<file path="config.mk">
export PLATFORM = sky130hd
export DESIGN_NAME = cell_supervisor
export DESIGN_NICKNAME = d
export VERILOG_FILES = /design/src/rtl/cell_sup_pkg.sv /design/src/rtl/cell_sup_timers.sv /design/src/rtl/cell_sup_ctrl.sv /design/src/rtl/cell_supervisor.sv
export SDC_FILE = /design/constraint.sdc
export NUM_CORES = 1
export LEC_CHECK = 0
export ABC_AREA = 0
export CAP_MARGIN = 30
export CORE_MARGIN = 2
export CORE_UTILIZATION = 45
export DETAILED_ROUTE_END_ITERATION = 6
export PLACE_DENSITY = 0.77
export REMOVE_ABC_BUFFERS = 1
export SLEW_MARGIN = 40
export SYNTH_ARGS = -nofsm -noshare
export SYNTH_HDL_FRONTEND = slang
export SYNTH_SLANG_ARGS = --single-unit
</file>
<file path="constraint.sdc">
create_clock -name clk -period 3.94 [get_ports clk]
set_clock_uncertainty 0.1 [all_clocks]
set_input_delay 0.788 -clock clk [delete_from_list [all_inputs] [get_ports clk]]
set_output_delay 0.788 -clock clk [all_outputs]
set_load 0.05 [all_outputs]
</file>
<file path="src/rtl/cell_sup_pkg.sv">
`timescale 1ns/1ps
package cell_sup_pkg;

  localparam int NUM_CH = 2;
  localparam int CH_BAL = 0;
  localparam int CH_OC  = 1;

  // Strobes from control to the delay datapath, one bit per channel.
  typedef struct packed {
    logic [NUM_CH-1:0] cntEn;
    logic [NUM_CH-1:0] cntClr;
    logic [NUM_CH-1:0] relPhase;
  } timerCtl_t;

  // Delay code to left-shift of the base length.
  function automatic logic [1:0] selToShift(input logic [1:0] sel);
    case (sel)
      2'b01:   selToShift = 2'd0;
      2'b10:   selToShift = 2'd2;
      default: selToShift = 2'd1;
    endcase
  endfunction

endpackage

</file>
<file path="src/rtl/cell_sup_timers.sv">
`timescale 1ns/1ps
module cell_sup_timers
  import cell_sup_pkg::*;
#(
  parameter int DET_UNIT   = 128,
  parameter int REL_UNIT   = 1,
  parameter int TEST_SHIFT = 6,
  parameter int CNT_W      = 10
) (
  input  logic              clk,
  input  logic              rstN,
  input  timerCtl_t         ctl,
  input  logic              testMode,
  input  logic [1:0]        balDetSel,
  input  logic [1:0]        balRelSel,
  input  logic [1:0]        ocDetSel,
  input  logic [1:0]        ocRelSel,
  output logic [NUM_CH-1:0] expired
);

  logic [1:0] detSelArr [NUM_CH];
  logic [1:0] relSelArr [NUM_CH];

  assign detSelArr[CH_BAL] = balDetSel;
  assign detSelArr[CH_OC]  = ocDetSel;
  assign relSelArr[CH_BAL] = balRelSel;
  assign relSelArr[CH_OC]  = ocRelSel;

  for (genvar ch = 0; ch < NUM_CH; ch++) begin : g_ch
    logic [CNT_W-1:0] cnt;
    logic [CNT_W-1:0] detFull;
    logic [CNT_W-1:0] detLen;
    logic [CNT_W-1:0] relLen;
    logic [CNT_W-1:0] lim;

    always_comb begin
      detFull = CNT_W'(DET_UNIT) << selToShift(detSelArr[ch]);
      detLen  = testMode ? (detFull >> TEST_SHIFT) : detFull;
      if (detLen == '0) detLen = CNT_W'(1);
      relLen  = CNT_W'(REL_UNIT) << selToShift(relSelArr[ch]);
      lim     = ctl.relPhase[ch] ? relLen : detLen;
    end

    assign expired[ch] = ctl.cntEn[ch] && (cnt >= lim - CNT_W'(1));

    always_ff @(posedge clk) begin
      if (!rstN || ctl.cntClr[ch]) begin
        cnt <= '0;
      end else if (ctl.cntEn[ch]) begin
        cnt <= expired[ch] ? '0 : cnt + CNT_W'(1);
      end
    end
  end

endmodule

</file>
<file path="src/rtl/cell_sup_ctrl.sv">
`timescale 1ns/1ps
module cell_sup_ctrl
  import cell_sup_pkg::*;
(
  input  logic              clk,
  input  logic              rstN,
  input  logic              tick,
  input  logic              powerSave,
  input  logic              balAbove,
  input  logic              balBelow,
  input  logic              ocAbove,
  input  logic              ocBelow,
  input  logic [NUM_CH-1:0] expired,
  output timerCtl_t         ctl,
  output logic              balState,
  output logic              ocState
);

  logic [NUM_CH-1:0] qualify;

  // In normal status look for the detect flag, otherwise the release flag.
  assign qualify[CH_BAL] = balState ? balBelow : balAbove;
  assign qualify[CH_OC]  = ocState  ? ocBelow  : ocAbove;

  always_comb begin
    ctl.cntEn    = qualify & {NUM_CH{tick & ~powerSave}};
    ctl.cntClr   = ~qualify | {NUM_CH{powerSave}};
    ctl.relPhase = '0;
    ctl.relPhase[CH_BAL] = balState;
    ctl.relPhase[CH_OC]  = ocState;
  end

  always_ff @(posedge clk) begin
    if (!rstN || powerSave) begin
      balState <= 1'b0;
      ocState  <= 1'b0;
    end else begin
      if (expired[CH_BAL]) balState <= ~balState;
      if (expired[CH_OC])  ocState  <= ~ocState;
    end
  end

endmodule

</file>
<file path="src/rtl/cell_supervisor.sv">
`timescale 1ns/1ps
module cell_supervisor
  import cell_sup_pkg::*;
#(
  parameter int DET_UNIT   = 128,
  parameter int REL_UNIT   = 1,
  parameter int TEST_SHIFT = 6
) (
  input  logic       clk,
  input  logic       rstN,
  input  logic       tick,
  input  logic       testMode,
  input  logic       powerSave,
  input  logic       balAbove,
  input  logic       balBelow,
  input  logic       ocAbove,
  input  logic       ocBelow,
  input  logic [1:0] balDetSel,
  input  logic [1:0] balRelSel,
  input  logic [1:0] ocDetSel,
  input  logic [1:0] ocRelSel,
  input  logic       ocOpenDrain,
  input  logic       ocActiveLow,
  output logic       balSwN,
  output logic       ocOe,
  output logic       ocData,
  output logic       cfgError
);

  localparam int MAX_LEN = ((DET_UNIT > REL_UNIT) ? DET_UNIT : REL_UNIT) * 4;
  localparam int CNT_W   = $clog2(MAX_LEN + 1);

  timerCtl_t         ctl;
  logic [NUM_CH-1:0] expired;
  logic              balState;
  logic              ocState;
  logic              ocLevel;

  cell_sup_ctrl u_ctrl (
    .clk       (clk),
    .rstN      (rstN),
    .tick      (tick),
    .powerSave (powerSave),
    .balAbove  (balAbove),
    .balBelow  (balBelow),
    .ocAbove   (ocAbove),
    .ocBelow   (ocBelow),
    .expired   (expired),
    .ctl       (ctl),
    .balState  (balState),
    .ocState   (ocState)
  );

  cell_sup_timers #(
    .DET_UNIT   (DET_UNIT),
    .REL_UNIT   (REL_UNIT),
    .TEST_SHIFT (TEST_SHIFT),
    .CNT_W      (CNT_W)
  ) u_timers (
    .clk       (clk),
    .rstN      (rstN),
    .ctl       (ctl),
    .testMode  (testMode),
    .balDetSel (balDetSel),
    .balRelSel (balRelSel),
    .ocDetSel  (ocDetSel),
    .ocRelSel  (ocRelSel),
    .expired   (expired)
  );

  // Overcharge also pulls the balancing switch on; power-save forces it off.
  assign balSwN = powerSave | ~(balState | ocState);

  assign ocLevel = (ocState & ~powerSave) ^ ocActiveLow;
  assign ocOe    = ocOpenDrain ? ~ocLevel : 1'b1;
  assign ocData  = ocOpenDrain ? 1'b0 : ocLevel;

  assign cfgError = selToShift(ocDetSel) < selToShift(balDetSel);

endmodule

</file>
Word-level counts from Yosys, hierarchy flattened:

Cells that the tools add are included.
Widths: inputs -> output; s select.

* $add $sub $neg: 4
* $lt $le $gt $ge: 3
* equal/unequal tests: 8
* shifts and indexed selects: 4
* multiplexer cells: 16
* bitwise logic cells: 13
* reductions and logical operators: 8

Operators by type and width (count)
* $mux 10: 8
* $add 10x1->10 const B: 2
* $ge 10x10->1: 2
* $logic_not 10->1: 2
* $shl 1x2->10 const A: 2
* $shl 8x2->10 const A: 2
* $sub 10x1->10 const B: 2
* $pmux 2 s2: 4
* $eq 2x1->1 const B: 4
* $eq 2x2->1 const B: 4
* $not 1->1: 5
* $mux 1: 4
* $logic_or 1x1->1: 3
* $and 1x1->1: 2
* $and 2x2->2: 1
* $logic_and 1x1->1: 2
* $lt 2x2->1: 1
* $not 2->2: 1
* $or 1x1->1: 2
* $or 2x2->2: 1
* $logic_not 1->1: 1
* $xor 1x1->1: 1

* bits in registers: 22
* output and inout port bits: 4
* word-level logic and storage cells: 60

Depth between registers and ports, before layout:

Gate-level depths: netlist of the first run.

* word-level depth: 11
* depth in mapped cells: 15
* gate-level depth less buffers: 15

Modules after synthesis:

Synthesis of the first run repeated with hierarchy kept, for this count alone.

* cell total of the unflattened synthesis: 250
* area total of the unflattened synthesis: 2154.6 um^2

By module, submodules not included
* cell_sup_timers: times used 1, cells an instance 218, area an instance 1890.6 um^2
* cell_sup_ctrl: times used 1, cells an instance 16, area an instance 132.6 um^2
* cell_supervisor: times used 1, cells an instance 16, area an instance 131.4 um^2

Worst setup path before layout of the first run:

Ideal clock, no wire load.

* path kind: input -> register
* start point: in balDetSel[0]
* end point: reg u_ctrl.balState
* setup time: 0.072 ns
* arrival: 3.255 ns
* required time: 3.768 ns
* slack: 0.513 ns
* stages: 13
* path through: inv_1 ha_1 nor4_1 a21oi_1 and4_1 ha_1 xor2_1 ha_1 nand4_1 or3_1 buf_6 a21oi_4 mux2i_1

* word-level cells in the longest chain between the ends: 10

RTL lines
* start, declared: RTL line cell_supervisor.sv:18 `input logic [1:0] balDetSel,`
* $eq 2x2->1 or $eq 2x1->1 (tied branches): RTL line cell_sup_pkg.sv:17 `case (sel)`
* $pmux 2 s2 *: RTL line cell_sup_pkg.sv:17
* $shl 8x2->10 *: RTL line cell_sup_timers.sv:37 `detFull = CNT_W'(DET_UNIT) << selToShift(detSelArr[ch]);`
* $mux 10 *: RTL line cell_sup_timers.sv:38 `detLen = testMode ? (detFull >> TEST_SHIFT) : detFull;`
* $logic_not 10->1: RTL line cell_sup_timers.sv:39 `if (detLen == '0) detLen = CNT_W'(1);`
* $mux 10 *: RTL line cell_sup_timers.sv:39
* $mux 10 *: RTL line cell_sup_timers.sv:41 `lim = ctl.relPhase[ch] ? relLen : detLen;`
* $sub 10x1->10 *: RTL line cell_sup_timers.sv:44 `assign expired[ch] = ctl.cntEn[ch] && (cnt >= lim - CNT_W'(1));`
* $ge 10x10->1 *: RTL line cell_sup_timers.sv:44
* $logic_and 1x1->1 *: RTL line cell_sup_timers.sv:44
* end signal, assigned: RTL line cell_sup_ctrl.sv:38 `if (expired[CH_BAL]) balState <= ~balState;`
* end, declared: RTL line cell_sup_ctrl.sv:15 `output logic balState,`

Every way passes the cells marked *; elsewhere a longest branch is shown, timed or not.
A chain may end at the register's enable or synchronous reset.

Final worst setup path of the first run:

* start point: in balDetSel[0]
* end point: reg u_timers.g_ch[0].cnt[2]

* word-level cells in the longest chain between the ends: 11

RTL lines
* $eq 2x2->1 or $eq 2x1->1 (tied branches): RTL line cell_sup_pkg.sv:17
* $pmux 2 s2 *: RTL line cell_sup_pkg.sv:17
* $shl 8x2->10 *: RTL line cell_sup_timers.sv:37
* $mux 10 *: RTL line cell_sup_timers.sv:38
* $logic_not 10->1: RTL line cell_sup_timers.sv:39
* $mux 10 *: RTL line cell_sup_timers.sv:39
* $mux 10 *: RTL line cell_sup_timers.sv:41
* $sub 10x1->10 *: RTL line cell_sup_timers.sv:44
* $ge 10x10->1 *: RTL line cell_sup_timers.sv:44
* $logic_and 1x1->1 *: RTL line cell_sup_timers.sv:44
* $mux 10 *: RTL line cell_sup_timers.sv:50 `cnt <= expired[ch] ? '0 : cnt + CNT_W'(1);`
* end signal, assigned: RTL line cell_sup_timers.sv:50
* end, declared: RTL line cell_sup_timers.sv:30 `logic [CNT_W-1:0] cnt;`

Marked as above.

==> results of run 1 <==
[metal layers]
layer	track usage [%]	share of wire, %	up-vias
li1	-	-	1076
met3	4.39	2.9	5
met4	5.45	0.71	0
met5	0	0	-
met2	30.1	48	40
met1	27.4	49	971
[cell usage in the layout, fill, tap and decap left out, types with 4 or more instances in the layout]
cell / n
nand2_1: 37
ha_1: 34
buf_4: 23
dfxtp_1: 22
clkdlybuf4s50_1: 20
nand4_1: 19
nor2_1: 13
nor3_1: 12
a21oi_1: 12
inv_1: 11
nor2b_1: 9
nand3_1: 9
xor2_1: 7
a21oi_2: 6
nand2b_1: 6
a31oi_1: 6
xnor2_1: 5
o211ai_1: 4
and3_1: 4
[logic make-up (layout without fill, tap and decap cells)]
group | count (synthesis) | after routing
multiplexers | 6 | 6
AO/OA/AOI/OAI | 46 | 46
XOR/XNOR | 13 | 13
AND/OR/NAND/NOR | 128 | 128
adder cells (fa/ha/maj) | 37 | 37
flip-flops | 22 | 22
buffers and inverters | 20 | 60
[worst max-delay path: stages]
cell             delay [ns]
clkdlybuf4s50_1        0.49
inv_2                  0.06
ha_4                   0.25
nor4_4                 0.26
a21oi_2                0.08
and4_4                 0.19
ha_1                   0.20
xor2_1                 0.17
ha_1                   0.30
a21oi_1                0.13
nor2_1                 0.08
a2111oi_4              0.41
buf_4                  0.21
nand4b_1               0.09
a31oi_1                0.16
[where the power goes]
| group | internal [mW] | leakage (nW) | switching [mW] |
|---|---|---|---|
| combinational | 0.0953 | 0.917 | 0.0998 |
| clock | 0.0682 | 0.0216 | 0.0713 |
| sequential | 0.222 | 0.177 | 0.000341 |
[cell type report]
type	instances	area share (%)
inverter	12	1.65
multi-input combinational	230	63.6
timing repair buffer	45	14.6
sequential	22	16.2
clock buffer	3	1.52
tap	54	2.48
[flip-flops by register name, summed over array words and instances (netlist names)]
| name | cells |
|---|---|
| u_timers.g_ch.cnt | 20 |
| u_ctrl.ocState | 1 |
| u_ctrl.balState | 1 |
[how the worst max path moves through the flow]
stage                 start                 endpoint  slack [ns]  cells past startpoint
2_1_floorplan   ocDetSel[0]           u_ctrl.ocState        0.43                     13
4_1_cts        balDetSel[0]  u_timers.g_ch[0].cnt[2]        0.08                     15
3_3_place_gp   balDetSel[0]          u_ctrl.balState       -0.06                     14
3_5_place_dp   balDetSel[0]  u_timers.g_ch[0].cnt[2]       -0.20                     15
6_report       balDetSel[0]  u_timers.g_ch[0].cnt[2]        0.16                     15
5_1_grt        balDetSel[0]  u_timers.g_ch[0].cnt[2]       -0.05                     15
==> impl_metrics.ini, run 1 <==
[outcome]
outcome = finished clean

[setup_path]
cp.arrival_ns = 3.87
r2r_start = u_ctrl.ocState
timing.rr.end = u_timers.g_ch[1].cnt[6]
rrSetupSlack_ns = 0.78
reg2reg_depth = 12
critPathCaptureType = flip-flop
path_class = in -> reg
worst-path-max-fanout = 5
worstPathRequired_ns = 4.03
crit_path_start_kind = input port

[synth]
muxShareOfSynthArea_pct = 2.93
syn_inst = 272
yosys.area.top_type_share_pct = 21.3
ys_ff_latch = 22
synthSimpleGateAreaFrac_pct = 30.7
synth.yosys.seq_area_share_pct = 20.2
ys_types = 43
synthArstFlopShare_pct = 0
synthAdderAreaFrac_pct = 21.3
synthTopCellsByCount = ha_1, nand2_1, dfxtp_1
yosysTopAreaCell = ha_1
syn_area_sq_um = 2180
syn_area_per_cell_sq_um = 8.00
synth_top_family_by_area = simple AND/OR/NAND/NOR gates
yosys_warnings = 0
synthXorXnorAreaFrac_pct = 5.23
synthFlopType = dfxtp_1
synth_edf_count = 0
synth_area_leaders = ha_1, dfxtp_1, nand2_1
synth_compound_area_share_pct = 15.2

[die]
rows = 25
die_h_microns = 73.5
io_pins = 23
start_util_pct = 46.4
coreArea_sq_um = 4690
die_width_microns = 73.5
die_area_sq_um = 5410

[grt]
grt_max_degree = 16
grt_pass1_wl_microns = 8600
grt_overflow = 0
grt_usage_pct = 19.6
antenna_found_initial = 0
grt_pass1_vias = 1936

[hold_path]
min_to = u_timers.g_ch[0].cnt[0]
holdCritPathClass = reg -> reg
hold_path_depth = 2
worstHoldStart = u_timers.g_ch[0].cnt[0]

[layout]
fillCellCount = 419
design_area_sq_um = 2720
drive_gt1_share_pct = 16.7
final-seq-area_sq_um = 440
fin_cells = 366
nets = 370
area_growth_pct = 25.1
utilization_pct = 58.0
multi_input_area_sq_um = 1730
n_antenna_cell = 0

[timing]
slew_viol_final = 0
hold_ws_ns = 0.398
finalHoldViolCount = 0
finalSetupTns_ns = 0
setup_viol = 0
fmax_ghz = 0.264
min_period_over_period_pct = 96.0
relSlewSlack_pct = 59.0
finalCriticalPeriod_ns = 3.78
layout_setup_ws_ns = 0.159
worst_pin_slew_ns = 0.614

[pwr]
leakage_nw = 1.12
power_mw = 0.557
p_per_area_nw_per_um2 = 205
peakVddDrop_mv = 0.202

[cts]
cts_tree = built
cts_num_sinks = 22
htreeDepth = 1
post_cts_resized = 0
cts-hold-fix-buffers = 0
clock_latency_ns = 0.26
post_cts_buffers = 0
clk_path_buf_depth = 2
cts_root_buf = clkbuf_8
clkTransAtPathRegs_ns = 0.08
cts_buffers = 3

[drt]
ant_nets = 0
vias_per_cell = 5.72
vias = 2092
wl_per_cell_microns = 14.3
drt-total-wl_microns = 5240
drc = 0
drt-pass1-iter-count = 4
drtIter0Drc = 67

[placed_design]
dp.cells = 363
dpl_worst_slack_ns = -0.196
post-dp-hpwl_microns = 4010
portBuffers = 22
place_congestion = 0.844
placed_cell_area_sq_um = 2580

[flow_run]
cap_viol_max_count = 0
Note: power is estimated with default switching activity, not from simulation.
==> run 2: changes to the inputs <==
- ABC_AREA: 0 -> 1
==> impl_metrics.ini, run 2 <==
[drt]
drc = 0
vias = 2002
ant_nets = 0
wl_per_cell_microns = 9.98
vias_per_cell = 4.72
drtIter0Drc = 93
drt-total-wl_microns = 4230
drt-pass1-iter-count = 4

[cts]
htreeDepth = 1
cts_num_sinks = 22
post_cts_buffers = 0
clk_path_buf_depth = 2
cts_tree = built
cts-hold-fix-buffers = 0
clkTransAtPathRegs_ns = 0.08
cts_buffers = 3
post_cts_resized = 0
clock_latency_ns = 0.26
cts_root_buf = clkbuf_8

[die]
coreArea_sq_um = 4720
start_util_pct = 46.7
die_area_sq_um = 5480
die_width_microns = 74.0
io_pins = 23
rows = 25
die_h_microns = 74.0

[synth]
synth_compound_area_share_pct = 6.63
yosys.area.top_type_share_pct = 21.0
synth_edf_count = 0
synthArstFlopShare_pct = 0
ys_types = 29
syn_area_sq_um = 2210
yosys_warnings = 0
synthTopCellsByCount = nand2_1, inv_1, nor2_1
synthAdderAreaFrac_pct = 21.0
ys_ff_latch = 22
synth_area_leaders = ha_1, dfxtp_1, nand2_1
synthSimpleGateAreaFrac_pct = 34.8
synthXorXnorAreaFrac_pct = 6.75
synthFlopType = dfxtp_1
synth.yosys.seq_area_share_pct = 20.0
syn_inst = 333
yosysTopAreaCell = ha_1
muxShareOfSynthArea_pct = 0
synth_top_family_by_area = simple AND/OR/NAND/NOR gates
syn_area_per_cell_sq_um = 6.63
yosysMostFrequentCell = nand2_1

[setup_path]
reg2reg_depth = 15
worst-path-max-fanout = 10
timing.rr.end = u_timers.g_ch[1].cnt[2]
worstPathRequired_ns = 3.99
critPathCaptureType = flip-flop
crit_path_start_kind = input port
r2r_start = u_ctrl.ocState
rrSetupSlack_ns = 1.15
cp.arrival_ns = 3.63
path_class = in -> reg

[layout]
design_area_sq_um = 2540
layout_common_cells = nand2_1, inv_1, nor2_1
n_antenna_cell = 0
nets = 414
top_register = u_timers.g_ch.cnt
final_common_cell = nand2_1
reg_top3 = u_timers.g_ch.cnt: 20 flops, u_ctrl.balState: 1 flops, u_ctrl.ocState: 1 flops
largest_register_ffs = 20
area_growth_pct = 15.3
drive_gt1_share_pct = 7.84

[outcome]
outcome = finished clean

[timing]
finalSetupTns_ns = 0
finalCriticalPeriod_ns = 3.57
relSlewSlack_pct = 65.9
rsz0062_at_grt = no
worst_pin_slew_ns = 0.510
slew_viol_final = 0
finalHoldViolCount = 0
setup_viol = 0
fmax_ghz = 0.280
min_period_over_period_pct = 90.7

[grt]
grt_usage_pct = 17.0
grt_pass1_vias = 1864
grt_overflow = 0
grt_max_degree = 13
antenna_found_initial = 0
grt_pass1_wl_microns = 7500

[hold_path]
min_to = u_timers.g_ch[1].cnt[8]
worstHoldStart = u_timers.g_ch[1].cnt[8]
holdCritPathClass = reg -> reg
hold_path_depth = 4

[pwr]
p_sw_mw = 0.165
leakage_nw = 1.26
p_int_mw = 0.380
seqPwrFrac_pct = 40.8
power_frac_comb_pct = 29.7
swShare_pct = 30.3
p_per_area_nw_per_um2 = 214
clockPowerShare_pct = 29.5
peakVddDrop_mv = 0.139

[placed_design]
post-dp-hpwl_microns = 3610
place_congestion = 0.853
placed_cell_area_sq_um = 2490
portBuffers = 22

[flow_run]
cap_viol_max_count = 0
-- run 2: cell count changes after synthesis, sizes merged, moves of 6 or more --
cell    delta
nor2      +37
nor3      -11
nor2b      -9
nand3     +13
a21oi     -11
inv       +45
nand2b     -6
nand2     +54
nand4     -12
a31oi      -7
-- run 2: cell families (layout without fill, tap and decap cells) --
group / after synthesis / after routing
and+or+nand+nor: 174 / 174
buffers and inverters: 60 / 84
adders and majority gates: 37 / 37
AOI/OAI and AO/OA: 23 / 23
DFF: 22 / 22
xor gates and xnor gates: 17 / 17
-- run 2: worst max path at each step --
stage                                          to  depth (start not counted)         start  slack [ns]
after floorplan           u_timers.g_ch[1].cnt[4]                         15   ocDetSel[0]        0.81
after global placement    u_timers.g_ch[0].cnt[6]                         18  balDetSel[0]        0.10
after detailed placement  u_timers.g_ch[0].cnt[9]                         18  balDetSel[0]        0.05
after CTS                 u_timers.g_ch[0].cnt[6]                         18  balDetSel[0]        0.34
after global routing      u_timers.g_ch[0].cnt[0]                         18  balDetSel[0]        0.04
final                     u_timers.g_ch[0].cnt[6]                         18  balDetSel[0]        0.37
-- run 2: critical path: stages --
cell and delay (ns):
clkdlybuf4s50_1 0.48, inv_1 0.06, ha_1 0.33, nor2_1 0.11, nand3_1 0.07, and2_1 0.21
ha_1 0.25, nand4_1 0.12, xor2_1 0.15, inv_1 0.05, ha_1 0.26, nand2_1 0.06
nor2_1 0.15, nand3_1 0.09, nand3_1 0.12, nand2_1 0.08, nand2_2 0.17, nor2_1 0.07
-- run 2: layout make-up --
type	instances	area, sq um
Fill cell	445	2180
Multi-Input combinational cell	251	1530
Sequential cell	22	440
Timing Repair Buffer	23	225
Inverter	57	214
Tap cell	67	83.8
Clock buffer	4	55.1
-- run 2: per-layer routing --
| metal | vias up | part of all wire, % | GRT usage [%] |
|---|---|---|---|
| met5 | - | 0 | 0 |
| met4 | 0 | 0.99 | 5.66 |
| met3 | 2 | 2.3 | 1.08 |
| met2 | 36 | 46 | 29.3 |
| met1 | 878 | 51 | 22.8 |
| li1 | 1086 | - | - |
-- run 2: power by group through the flow --
stage	sequential (mW)	combinational [mW]	clock (mW)
floorplan	0.228	0.113	0
global placement	0.228	0.159	0
finish	0.223	0.162	0.161
global route	0.223	0.188	0.174
CTS	0.223	0.164	0.165
detailed placement	0.228	0.164	0
-- run 2: metrics by stage --
step	setup WS (ns)	utilization [%]	cells	total power [mW]	hold WS (ns)
global placement	0.104	52.7	420	0.387	0.427
finish	0.366	53.9	424	0.545	0.447
floorplan	0.810	-	330	0.341	0.403
CTS	0.342	53.9	424	0.552	0.458
detailed placement	0.0510	52.7	420	0.392	0.446
global route	0.0351	53.9	424	0.585	0.504
==> run 3: changes to the inputs <==
- CAP_MARGIN: 30 -> 20
- SLEW_MARGIN: 40 -> default
==> results of run 3 <==
Final layout, timing and power as in run 2 (identical DEF).
